[config.mk]
export PLATFORM = sky130hd
export DESIGN_NAME = voxbuf_handshake
export DESIGN_NICKNAME = d
export VERILOG_FILES = /design/src/rtl/voxbuf_pkg.sv /design/src/rtl/voxbuf_bus_if.sv /design/src/rtl/voxbuf_tx_path.sv /design/src/rtl/voxbuf_rx_path.sv /design/src/rtl/voxbuf_handshake.sv
export SDC_FILE = /design/constraint.sdc
export NUM_CORES = 1
export LEC_CHECK = 0
export BUFFER_PORTS_ARGS = -buffer_cell sky130_fd_sc_hd__buf_2
export CORE_MARGIN = 2
export CORE_UTILIZATION = 25
export DETAILED_ROUTE_END_ITERATION = 7
export PLACE_DENSITY_LB_ADDON = 0.25
export SLEW_MARGIN = 20
export SYNTH_ARGS = -nofsm -noshare
export SYNTH_HDL_FRONTEND = slang
export SYNTH_SLANG_ARGS = --single-unit
export TNS_END_PERCENT = 1
[constraint.sdc]
create_clock -name clk -period 6.4 [get_ports clk]
set_input_delay 0 -clock clk [delete_from_list [all_inputs] [get_ports clk]]
set_output_delay 0 -clock clk [all_outputs]
set_load 0.005 [all_outputs]
[src/rtl/voxbuf_pkg.sv]
package voxbuf_pkg;
  typedef enum logic [1:0] {
    WIN_REG  = 2'b00,
    WIN_RX   = 2'b01,
    WIN_TX   = 2'b10,
    WIN_NONE = 2'b11
  } win_e;

  function automatic win_e decode_win(input logic [1:0] top);
    case (top)
      2'b00:   return WIN_REG;
      2'b01:   return WIN_RX;
      2'b10:   return WIN_TX;
      default: return WIN_NONE;
    endcase
  endfunction
endpackage

[src/rtl/voxbuf_bus_if.sv]
module voxbuf_bus_if
  import voxbuf_pkg::*;
#(
  parameter int AW = 8,
  parameter int DW = 16
) (
  input  logic          clk,
  input  logic          rst_n,
  input  logic          cs_n,
  input  logic          rd_n,
  input  logic          wr_n,
  input  logic          ack_tx_n,
  input  logic          ack_rx_n,
  input  logic [AW-1:0] addr,
  input  logic [DW-1:0] wdata,
  input  logic          bus8,
  output logic          tx_rd_fall,
  output logic          tx_rd_done,
  output logic          rx_wr_fall,
  output logic          rx_wr_done,
  output logic [DW-1:0] wr_word,
  output logic          reg_sel
);
  localparam int SW = 5 + AW + DW;

  logic [SW-1:0] s1_q, s2_q, s3_q;

  always_ff @(posedge clk or negedge rst_n) begin
    if (!rst_n) begin
      s1_q <= '1;
      s2_q <= '1;
      s3_q <= '1;
    end else begin
      s1_q <= {cs_n, rd_n, wr_n, ack_tx_n, ack_rx_n, addr, wdata};
      s2_q <= s1_q;
      s3_q <= s2_q;
    end
  end

  logic          cs2, rd2, wr2, at2, ar2;
  logic          cs3, rd3, wr3, at3, ar3;
  logic [AW-1:0] a2, a3;
  logic [DW-1:0] d2, d3;
  assign {cs2, rd2, wr2, at2, ar2, a2, d2} = s2_q;
  assign {cs3, rd3, wr3, at3, ar3, a3, d3} = s3_q;

  logic unused_bits;
  assign unused_bits = ^{d2, a2[AW-3:0], a3[AW-3:0]};

  win_e w_now, w_prev;
  assign w_now  = decode_win(a2[AW-1:AW-2]);
  assign w_prev = decode_win(a3[AW-1:AW-2]);

  logic tx_sel_now, rx_sel_now, tx_sel_prev, rx_sel_prev;
  assign tx_sel_now  = (!cs2 && w_now  == WIN_TX) || !at2;
  assign rx_sel_now  = (!cs2 && w_now  == WIN_RX) || !ar2;
  assign tx_sel_prev = (!cs3 && w_prev == WIN_TX) || !at3;
  assign rx_sel_prev = (!cs3 && w_prev == WIN_RX) || !ar3;

  assign tx_rd_fall = rd3 && !rd2 && tx_sel_now;
  assign tx_rd_done = !rd3 && rd2 && tx_sel_prev;
  assign rx_wr_fall = wr3 && !wr2 && rx_sel_now;
  assign rx_wr_done = !wr3 && wr2 && rx_sel_prev;
  assign reg_sel    = !cs2 && w_now == WIN_REG;

  assign wr_word = bus8 ? {{(DW-8){1'b0}}, d3[7:0]} : d3;

  // a register-window select never coincides with a transmit read edge through chip select
  p_reg_excl_tx_r1: assert property (@(posedge clk) disable iff (!rst_n)
    (reg_sel && at2) |-> !tx_rd_fall);
endmodule

[src/rtl/voxbuf_tx_path.sv]
module voxbuf_tx_path #(
  parameter int DW    = 16,
  parameter int WORDS = 8
) (
  input  logic          clk,
  input  logic          rst_n,
  input  logic          dma_mode,
  input  logic          push,
  input  logic [DW-1:0] push_data,
  input  logic          rd_fall,
  input  logic          rd_done,
  output logic [DW-1:0] host_word,
  output logic          flag_n,
  output logic          overrun
);
  localparam int IW = (WORDS > 1) ? $clog2(WORDS) : 1;
  localparam logic [IW-1:0] LAST = IW'(WORDS - 1);

  logic [DW-1:0] mem [2][WORDS];
  logic          int_bank_q, int_bank_d;
  logic [IW-1:0] int_idx_q, int_idx_d, host_idx_q, host_idx_d;
  logic          avail_q, avail_d, infl_q, infl_d, ovr_q, ovr_d;

  always_comb begin
    int_bank_d = int_bank_q;
    int_idx_d  = int_idx_q;
    host_idx_d = host_idx_q;
    avail_d    = avail_q;
    infl_d     = infl_q;
    ovr_d      = ovr_q;
    if (rd_fall && avail_q) infl_d = 1'b1;
    if (rd_done && avail_q) begin
      infl_d = 1'b0;
      if (host_idx_q == LAST) begin
        avail_d    = 1'b0;
        host_idx_d = '0;
        ovr_d      = 1'b0;
      end else begin
        host_idx_d = host_idx_q + 1'b1;
      end
    end
    if (push) begin
      if (int_idx_q == LAST) begin
        int_idx_d  = '0;
        int_bank_d = !int_bank_q;
        avail_d    = 1'b1;
        host_idx_d = '0;
        infl_d     = 1'b0;
        if (avail_q) ovr_d = 1'b1;
      end else begin
        int_idx_d = int_idx_q + 1'b1;
      end
    end
  end

  always_ff @(posedge clk or negedge rst_n) begin
    if (!rst_n) begin
      int_bank_q <= 1'b0;
      int_idx_q  <= '0;
      host_idx_q <= '0;
      avail_q    <= 1'b0;
      infl_q     <= 1'b0;
      ovr_q      <= 1'b0;
    end else begin
      int_bank_q <= int_bank_d;
      int_idx_q  <= int_idx_d;
      host_idx_q <= host_idx_d;
      avail_q    <= avail_d;
      infl_q     <= infl_d;
      ovr_q      <= ovr_d;
    end
  end

  always_ff @(posedge clk) begin
    if (push) mem[int_bank_q][int_idx_q] <= push_data;
  end

  assign host_word = mem[!int_bank_q][host_idx_q];
  assign flag_n    = dma_mode ? !(avail_q && !infl_q) : !avail_q;
  assign overrun   = ovr_q;

  // finishing a frame while the host still holds one raises overrun
  p_overrun_set_r7: assert property (@(posedge clk) disable iff (!rst_n)
    (push && int_idx_q == LAST && avail_q) |=> overrun);
  // a strobe leading edge under acknowledge releases the request
  p_req_release_r4: assert property (@(posedge clk) disable iff (!rst_n)
    (dma_mode && rd_fall && avail_q && !push && !rd_done) |=> (flag_n || !dma_mode));
  // the last host read of a frame ends the pending state
  p_frame_done_r2: assert property (@(posedge clk) disable iff (!rst_n)
    (rd_done && avail_q && host_idx_q == LAST && !push) |=> (!dma_mode |-> flag_n));
endmodule

[src/rtl/voxbuf_rx_path.sv]
module voxbuf_rx_path #(
  parameter int DW    = 16,
  parameter int WORDS = 8
) (
  input  logic          clk,
  input  logic          rst_n,
  input  logic          dma_mode,
  input  logic          pop,
  output logic [DW-1:0] pop_data,
  input  logic          wr_fall,
  input  logic          wr_done,
  input  logic [DW-1:0] wr_word,
  output logic          flag_n,
  output logic          underflow
);
  localparam int IW = (WORDS > 1) ? $clog2(WORDS) : 1;
  localparam logic [IW-1:0] LAST = IW'(WORDS - 1);

  logic [DW-1:0] mem [2][WORDS];
  logic          int_bank_q, int_bank_d;
  logic [IW-1:0] int_idx_q, int_idx_d, host_idx_q, host_idx_d;
  logic          ready_q, ready_d, infl_q, infl_d, unf_q, unf_d;
  logic          host_we, rd_bank;
  logic [DW-1:0] pop_q;

  assign host_we = wr_done && !ready_q;
  assign rd_bank = (int_idx_q == '0 && ready_q) ? !int_bank_q : int_bank_q;

  always_comb begin
    int_bank_d = int_bank_q;
    int_idx_d  = int_idx_q;
    host_idx_d = host_idx_q;
    ready_d    = ready_q;
    infl_d     = infl_q;
    unf_d      = unf_q;
    if (wr_fall && !ready_q) infl_d = 1'b1;
    if (host_we) begin
      infl_d = 1'b0;
      if (host_idx_q == LAST) begin
        ready_d    = 1'b1;
        host_idx_d = '0;
        unf_d      = 1'b0;
      end else begin
        host_idx_d = host_idx_q + 1'b1;
      end
    end
    if (pop) begin
      if (int_idx_q == '0) begin
        if (ready_q) begin
          int_bank_d = !int_bank_q;
          ready_d    = 1'b0;
        end else begin
          unf_d = 1'b1;
        end
      end
      int_idx_d = (int_idx_q == LAST) ? '0 : int_idx_q + 1'b1;
    end
  end

  always_ff @(posedge clk or negedge rst_n) begin
    if (!rst_n) begin
      int_bank_q <= 1'b0;
      int_idx_q  <= '0;
      host_idx_q <= '0;
      ready_q    <= 1'b0;
      infl_q     <= 1'b0;
      unf_q      <= 1'b0;
    end else begin
      int_bank_q <= int_bank_d;
      int_idx_q  <= int_idx_d;
      host_idx_q <= host_idx_d;
      ready_q    <= ready_d;
      infl_q     <= infl_d;
      unf_q      <= unf_d;
    end
  end

  always_ff @(posedge clk) begin
    if (host_we) mem[!int_bank_q][host_idx_q] <= wr_word;
    if (pop)     pop_q <= mem[rd_bank][int_idx_q];
  end

  assign pop_data  = pop_q;
  assign flag_n    = dma_mode ? (ready_q || infl_q) : ready_q;
  assign underflow = unf_q;

  // starting a frame with no completed host frame raises underflow
  p_underflow_set_r8: assert property (@(posedge clk) disable iff (!rst_n)
    (pop && int_idx_q == '0 && !ready_q) |=> underflow);
  // the last host write of a frame releases the frame flag
  p_frame_full_r3: assert property (@(posedge clk) disable iff (!rst_n)
    (host_we && host_idx_q == LAST && !pop) |=> flag_n);
endmodule

[src/rtl/voxbuf_handshake.sv]
module voxbuf_handshake #(
  parameter int AW    = 8,
  parameter int DW    = 16,
  parameter int WORDS = 8
) (
  input  logic          clk,
  input  logic          rst_n,
  input  logic          cs_n,
  input  logic          rd_n,
  input  logic          wr_n,
  input  logic [AW-1:0] addr,
  input  logic [DW-1:0] wdata,
  output logic [DW-1:0] rdata,
  input  logic          ack_tx_n,
  input  logic          ack_rx_n,
  input  logic          dma_mode,
  input  logic          bus8,
  output logic          tx_flag_n,
  output logic          rx_flag_n,
  output logic          reg_sel,
  input  logic          tx_push,
  input  logic [DW-1:0] tx_push_data,
  input  logic          rx_pop,
  output logic [DW-1:0] rx_pop_data,
  output logic          overrun,
  output logic          underflow
);
  logic [1:0] rst_sync_q;
  logic       rst_n_s;

  always_ff @(posedge clk or negedge rst_n) begin
    if (!rst_n) rst_sync_q <= 2'b00;
    else        rst_sync_q <= {rst_sync_q[0], 1'b1};
  end
  assign rst_n_s = rst_sync_q[1];

  logic          tx_rd_fall, tx_rd_done, rx_wr_fall, rx_wr_done;
  logic [DW-1:0] wr_word, host_word;

  voxbuf_bus_if #(.AW(AW), .DW(DW)) u_bus (
    .clk(clk), .rst_n(rst_n_s), .cs_n(cs_n), .rd_n(rd_n), .wr_n(wr_n),
    .ack_tx_n(ack_tx_n), .ack_rx_n(ack_rx_n), .addr(addr), .wdata(wdata),
    .bus8(bus8), .tx_rd_fall(tx_rd_fall), .tx_rd_done(tx_rd_done),
    .rx_wr_fall(rx_wr_fall), .rx_wr_done(rx_wr_done), .wr_word(wr_word),
    .reg_sel(reg_sel)
  );

  voxbuf_tx_path #(.DW(DW), .WORDS(WORDS)) u_tx (
    .clk(clk), .rst_n(rst_n_s), .dma_mode(dma_mode), .push(tx_push),
    .push_data(tx_push_data), .rd_fall(tx_rd_fall), .rd_done(tx_rd_done),
    .host_word(host_word), .flag_n(tx_flag_n), .overrun(overrun)
  );

  voxbuf_rx_path #(.DW(DW), .WORDS(WORDS)) u_rx (
    .clk(clk), .rst_n(rst_n_s), .dma_mode(dma_mode), .pop(rx_pop),
    .pop_data(rx_pop_data), .wr_fall(rx_wr_fall), .wr_done(rx_wr_done),
    .wr_word(wr_word), .flag_n(rx_flag_n), .underflow(underflow)
  );

  // byte mode clears the upper read lanes
  assign rdata = bus8 ? {{(DW-8){1'b0}}, host_word[7:0]} : host_word;
endmodule

==> results.txt, run 1 <==
Cells after DPL: 2,567
Worst vdd ir: 0.000248 V
Post-synth top cells: edfxtp_1 (528), nand2_1 (89), mux4_2 (82)
Netlist Area Pre-Place: 0.0238 mm^2
Worst Tran Pin Value: 1.08 ns
Worst setup SP type: flip-flop
Clock Latency Late Sink: 0.61 ns
GR Util met2: 19.0%
Minimum clock period: 3.71 ns
Post-layout util: 30.5%
Reg2reg path depth: 8
Area growth, synth to finish: 21.1%
Clock transition at path regs: 0.06 ns
Cts bufs inserted: 73
Required @ worst endpoint: 6.40 ns
Post-synth top area share: 66.5%
Global Route Usage Sum: 11.3%
1st-iter DRT viols: 715
CTS tree: done
I/O Pins: 88
Most common cell in the netlist: edfxtp_1
Power Total: 11.8 mW
Worst-path cell chain: buf_4, mux4_2, mux4_2, nor2b_1, buf_2
# setup viols final: 0
Worst setup margin: 2.69 ns
CP max FO: 40
Final Wtd Congestion: 0.690
Arr. time, crit path: 3.71 ns
Final net count: 1,499
Final Slew Violations: 0
CTS Buffer Depth: 3
Clock root buffer: clkbuf_16
Final TNS setup: 0 ns
Port Buffers: 81
Asr flop ratio synth: 14.7%
Fmax: 270 MHz
GRT Max-Usage Layer: met2
CP Class: reg -> out
Fin Hold WS: 0.0381 ns
Initial Util: 25.2%
Drc violations: 0
Die height: 313 um
First-pass GRT wire length: 82,000 um
Area leader, netlist: edfxtp_1
CP max-delay cell: dfrtp_4
Placed standard-cell area: 0.0259 mm^2
Post-synth EDFFs: 528
M3 GR Usage: 2.10%
Core area: 0.0947 mm^2
Wire per inst: 19.9 um
DP HPWL: 31,600 um
Initial antenna violation count: 0
Mean area per synthesized cell: 19.1 um^2
Share of layout cells above drive strength 1: 30.6%
Fin crit share: 57.9%
CP endpoint kind: output pin
Lkg Pwr: 9.44 nW
GRT Residual Overflow: 0
RSZ-0062 raised after global routing: false
CP dominant cell by count: mux4_2
Post-Syn Nets: 1,310
Post-synthesis sequential area ratio: 76.5%
Clk sinks: 619
Fin. Hold Viols: 0
Hold Crit Class: in -> reg
Max-Cap Viols: 0
Ys Warns: 0
Met1 usage: 14.4%
Final ANT Viol Nets: 0
Final Non-Filler Cells: 2,761
Pre-CTS WS: 2.52 ns
Status: finished clean
Top cells by area, synth: edfxtp_1 (67%), mux4_2 (7.8%), dfstp_2 (7.6%)
H-tree Lvls: 3
Ys flop type: edfxtp_1
Cell variety after synth: 58
Die ar.: 0.0978 mm^2
Max-slew headroom: 28.1%
Hold path depth: 2
Chip width: 313 um
FP Rows: 113
Pre-antenna DRT Iters: 5
Total Wirelength: 55,000 um
Pwr per Cell Area: 410 mW/mm^2
Worst Skew: 0.0284 ns
Via count: 12.0k
DR vias/cell: 4.33
Vias in the first global route: 12.9k
Design area: 0.0289 mm^2
Synthesized instance count: 1,250
Largest net degree at the start of global routing: 67
FF+latch count, synth: 619
Max incr delay on CP: 0.94 ns
==> final cells by class <==
| class | count | area [um^2] |
|---|---|---|
| Clock inverter | 33 | 314 |
| Multi-Input combinational cell | 556 | 5330 |
| Fill cell | 9318 | 65900 |
| Antenna cell | 1 | 2.50 |
| Inverter | 4 | 15.0 |
| Timing Repair Buffer | 185 | 1350 |
| Tap cell | 1265 | 1580 |
| Clock buffer | 98 | 2030 |
| Sequential cell | 619 | 18200 |
==> critical path, delay by kind of cell, from the launching register on <==
kind                   cells  cell delay [ns]
buffers and inverters      2             0.86
DFF                        1             0.94
muxes                      2             1.08
and+or+nand+nor            1             0.16
==> where the power goes <==
group,total [mW],internal (mW),switching [mW]
clock,4.05,2.44,1.61
sequential,5.19,4.78,0.410
combinational,2.60,1.22,1.37
==> repair_timing <==
item / 4_1_cts / 5_1_grt
resized for setup: 0 / 0
hold buffers: 61 / 0
hold endpoints to repair: 309 / 0
setup buffers: 0 / 0
==> flip-flops by register name, indices dropped and copies added (netlist names) <==
| register | flops |
|---|---|
| u_bus.s3_q | 23 |
| u_tx.overrun | 1 |
| u_rx.int_idx_q | 3 |
| u_tx.infl_q | 1 |
| u_tx.host_idx_q | 3 |
| u_rx.host_idx_q | 3 |
| u_rx.int_bank_q | 1 |
| u_bus.s1_q | 23 |
| u_tx.int_bank_q | 1 |
| rst_sync_q | 2 |
| u_rx.pop_data | 16 |
| u_tx.mem | 256 |
| u_tx.avail_q | 1 |
| u_rx.underflow | 1 |
| u_rx.infl_q | 1 |
| u_rx.ready_q | 1 |
| u_tx.int_idx_q | 3 |
| u_bus.s2_q | 23 |
| u_rx.mem | 256 |
==> worst paths after layout <==
kind	startpoint	slack, ns	endpoint
min	wdata[2]	0.04	u_bus.s1_q[2]
min reg2reg	rst_sync_q[1]	0.29	u_tx.infl_q
max in group asynchronous	rst_sync_q[1]	4.86	u_rx.int_idx_q[2]
max reg2reg	u_rx.int_idx_q[1]	2.89	u_rx.pop_data[14]
max	u_tx.int_bank_q	2.69	rdata[10]
min in group asynchronous	rst_n	0.24	rst_sync_q[1]
==> cell families (layout without fill, tap and decap cells) <==
group           count (synthesis)  after routing  share of synthesized area (%)
flops                         619            619                           76.5
simple gates                  231            231                           4.78
mux                           177            177                           12.4
compound gates                133            133                           3.95
buf+inv                        75            320                           1.66
fa+ha+maj                       9              9                          0.473
xor+xnor                        5              5                          0.278
other cells                     1              2                         0.0157
==> routing by layer <==
layer / up-vias / wire [um]
li1: 5396 / -
met1: 6254 / 24300
met2: 218 / 27300
met3: 85 / 2020
met4: 0 / 1380
met5: - / 0
==> layout by cell type, fill, tap and decap left out, types with 6 or more instances in the layout <==
master	synthesis	routed
o21ai_0	28	28
nand2_1	89	89
mux2_2	40	40
dfstp_2	69	69
mux2i_1	47	47
edfxtp_1	528	528
nand4_1	23	23
nor2b_1	18	12
nor2_1	32	18
or3_1	12	12
o211ai_1	13	13
nand3_1	19	19
buf_2	15	81
clkinv_2	0	8
o21a_1	23	23
clkbuf_16	0	76
o311ai_0	9	9
clkbuf_1	38	17
mux4_2	82	82
nand3b_1	7	7
nor2b_2	0	6
nor3_2	0	7
clkinv_1	1	13
mux4_1	6	6
nor2_2	1	12
ha_1	9	9
a22oi_1	12	12
dfrtp_1	22	17
buf_4	9	42
a221oi_1	11	11
dlygate4sd3_1	0	61
a211oi_1	14	14
Power figures use the tool's default switching activity.
==> run 2: changes to the inputs <==
--- a/config.mk
+++ b/config.mk
@@ -5,6 +5,7 @@
 export SDC_FILE = /design/constraint.sdc
 export NUM_CORES = 1
 export LEC_CHECK = 0
+export ABC_AREA = 1
 export BUFFER_PORTS_ARGS = -buffer_cell sky130_fd_sc_hd__buf_2
 export CORE_MARGIN = 2
 export CORE_UTILIZATION = 25
==> constraint.sdc (replaced) <==
create_clock -name clk -period 3.9 [get_ports clk]
set_input_delay 0 -clock clk [delete_from_list [all_inputs] [get_ports clk]]
set_output_delay 0 -clock clk [all_outputs]
set_load 0.005 [all_outputs]
==> run 2 against run 1 <==
Power grew 73%. Worst setup slack lost 2.3 ns. Count of clock-buffer cells in the layout shrank 10. Final cell count grew 26%. Design area grew 3.3%.
==> results.txt, run 2 <==
Hold Crit Class: in -> reg
Die ar.: 0.102 mm^2 (+3.8%)
Fillers: 9,835 (+5.5%)
Area growth, synth to finish: 20.4%
Share of layout cells above drive strength 1: 15.9% (-15 points)
Post-Syn Nets: 2,050 (+56%)
Top Registers: u_rx.mem (256), u_tx.mem (256)
Area leader, netlist: edfxtp_1
# Post-CTS Setup Buffers: 0 (unchanged)
Total Wirelength: 64,400 um (+17%)
Cell variety after synth: 30 (-48%)
Worst vdd ir: 0.000424 V (+71%)
Ys Warns: 0 (unchanged)
RSZ-0062 raised after global routing: false
Most common cell in the netlist: edfxtp_1
1st-iter DRT viols: 1,073 (+50%)
Fin crit share: 89.2%
Worst setup SP type: flip-flop
Vias in the first global route: 15.4k (+19%)
Clock Latency Late Sink: 0.64 ns (+0.03 ns)
Pre-CTS WS: 1.04 ns (-1.48 ns)
Fin. Hold Viols: 0 (unchanged)
Post-synth top area share: 64.1% (-2.5 points)
CP max-delay cell: dfrtp_4
Synthesized instance count: 1,990 (+59%)
Final net count: 2,198 (+47%)
Max incr delay on CP: 0.94 ns (about the same)
I/O Pins: 88 (unchanged)
Cts bufs inserted: 73 (unchanged)
Core area: 0.0983 mm^2 (+3.7%)
DP HPWL: 35,000 um (+11%)
Asr flop ratio synth: 14.7% (unchanged)
First-pass GRT wire length: 96,600 um (+18%)
Lkg Pwr: 10.9 nW (+16%)
Max-slew headroom: 28.9% (+0.81 points)
Post-cts resize count: 0 (unchanged)
Worst r2r src: u_tx.int_bank_q
DR vias/cell: 4.43 (+2.3%)
GRT Residual Overflow: 0 (unchanged)
Hold_sp: wdata[13]
Netlist Area Pre-Place: 0.0248 mm^2 (+3.9%)
FP Rows: 115 (+1.8%)
CP top delay family: flip-flops
Status: finished clean
Commonest cells after routing, fill and taps aside: edfxtp_1 (528), nand3_1 (286), inv_1 (208)
Clock root buffer: clkbuf_16
Wire per inst: 18.5 um (-7.2%)
Drc violations: 0 (unchanged)
Most common cell after layout, fill and taps aside: edfxtp_1
Pre-antenna DRT Iters: 5 (unchanged)
Die height: 319 um (+1.9%)
Post-synth top cells: edfxtp_1 (528), nand3_1 (286), inv_1 (209)
Pwr per Cell Area: 687 mW/mm^2 (+67%)
Arr. time, crit path: 3.48 ns (-0.23 ns)
CP endpoint kind: output pin
Final Slew Violations: 0 (unchanged)
Initial antenna violation count: 3 (+3)
Worst Skew: 0.0308 ns (+0.00232 ns)
Initial Util: 25.2% (+0.034 points)
Final TNS setup: 0 ns (unchanged)
Global Route Usage Sum: 12.6% (+1.3 points)
Mean area per synthesized cell: 12.4 um^2 (-35%)
Minimum clock period: 3.48 ns
Clock transition at path regs: 0.06 ns (about the same)
Largest net degree at the start of global routing: 113 (+69%)
Post-synthesis sequential area ratio: 73.6% (-2.9 points)
Post-synth EDFFs: 528 (unchanged)
H-tree Lvls: 3 (unchanged)
CTS tree: done
Post-layout util: 30.3% (-0.14 points)
Clk sinks: 619 (unchanged)
Worst-path cell chain: buf_4, o21ai_0, o211ai_1, nand3_1, a21oi_1, buf_2
Fmax: 288 MHz
Chip width: 319 um (+1.9%)
Via count: 15.4k (+29%)
Max-Cap Viols: 0 (unchanged)
Fin Hold WS: 0.0321 ns (-0.00600 ns)
Worst setup margin: 0.423 ns (-2.27 ns)
FF+latch count, synth: 619 (unchanged)
Ys flop type: edfxtp_1
Port Buffers: 81 (unchanged)
CTS Buffer Depth: 3 (unchanged)
Worst setup startpoint: u_tx.int_bank_q
Worst Tran Pin Value: 1.06 ns (-0.0161 ns)
Final Wtd Congestion: 0.730 (+5.8%)
Final ANT Viol Nets: 0 (unchanged)
Worst Path Buf+Inv: 2 (unchanged)
Top cells by area, synth: edfxtp_1 (64%), dfstp_2 (7.3%), nand3_1 (5.8%)
# setup viols final: 0 (unchanged)
CP max FO: 70 (+75%)
CP Class: reg -> out
Required @ worst endpoint: 3.90 ns (-2.50 ns)
-- run 2: worst paths after layout --
kind | end | slack (ns) | cells after the start
worst min-delay path | u_bus.s1_q[13] | 0.03 | 2
min in group asynchronous | rst_sync_q[1] | 0.22 | 3
worst max register to register | u_tx.mem[1][127] | 1.19 | 4
worst max-delay path | rdata[14] | 0.42 | 6
worst min register to register | u_bus.s3_q[8] | 0.35 | 0
max in group asynchronous | u_bus.s1_q[26] | 2.48 | 1
-- run 2: what timing repair did --
item / in CTS / in global routing
hold buffers: 59 / 0
hold endpoints to repair: 320 / 0
endpoints found under the setup margin: 0 / 0
-- run 2: where the power goes --
part	switching, mW	internal, mW	leakage, nW
logic	3.83	1.68	4.01
registers	0.349	7.81	5.77
clock network	2.79	4.02	1.16
-- run 2: layout make-up --
cell class / count / area, um^2 / area share [%]
diodes: 1 / 2.50 / 0.00839
clock buffers: 88 / 1880 / 6.32
clock inverters: 44 / 517 / 1.73
inverters: 215 / 810 / 2.72
multi-input cells: 1035 / 5280 / 17.7
flip-flops and latches: 619 / 18200 / 61.2
well taps: 1287 / 1610 / 5.40
repair buffers: 194 / 1480 / 4.95
-- run 2: cell families after synthesis --
| logic type | count (synthesis) | synth area share [%] |
|---|---|---|
| buffers and inverters | 336 | 5.50 |
| other | 1 | 0.0152 |
| XOR/XNOR | 2 | 0.0708 |
| AO/OA/AOI/OAI | 231 | 5.52 |
| flip-flops | 619 | 73.6 |
| AND/OR/NAND/NOR | 792 | 14.8 |
| adder cells (fa/ha/maj) | 9 | 0.455 |
-- run 2: through the flow --
step | power, mW | std cells | instance area, um^2
floorplan | 11.7 | 1990 | 24800
global placement | 13.7 | 3291 | 26800
detailed placement | 13.9 | 3291 | 26800
CTS | 20.8 | 3482 | 29800
global route | 21.7 | 3483 | 29800
finish | 20.5 | 3483 | 29800
-- run 2: metal layers --
| layer | wire [um] | track usage (%) | share of wire [%] |
|---|---|---|---|
| met1 | 28300 | 16.2 | 44 |
| met2 | 31000 | 21.0 | 48 |
| met3 | 3360 | 2.50 | 5.2 |
| met4 | 1650 | 4.28 | 2.6 |
| met5 | 23 | 0 | 0.036 |
-- run 2: worst reg2reg max path, cell delays in order, from the launching register on --
cell     delay (ns)
dfrtp_4        0.94
inv_4          0.33
buf_12         0.29
nor2_2         0.47
buf_4          0.35
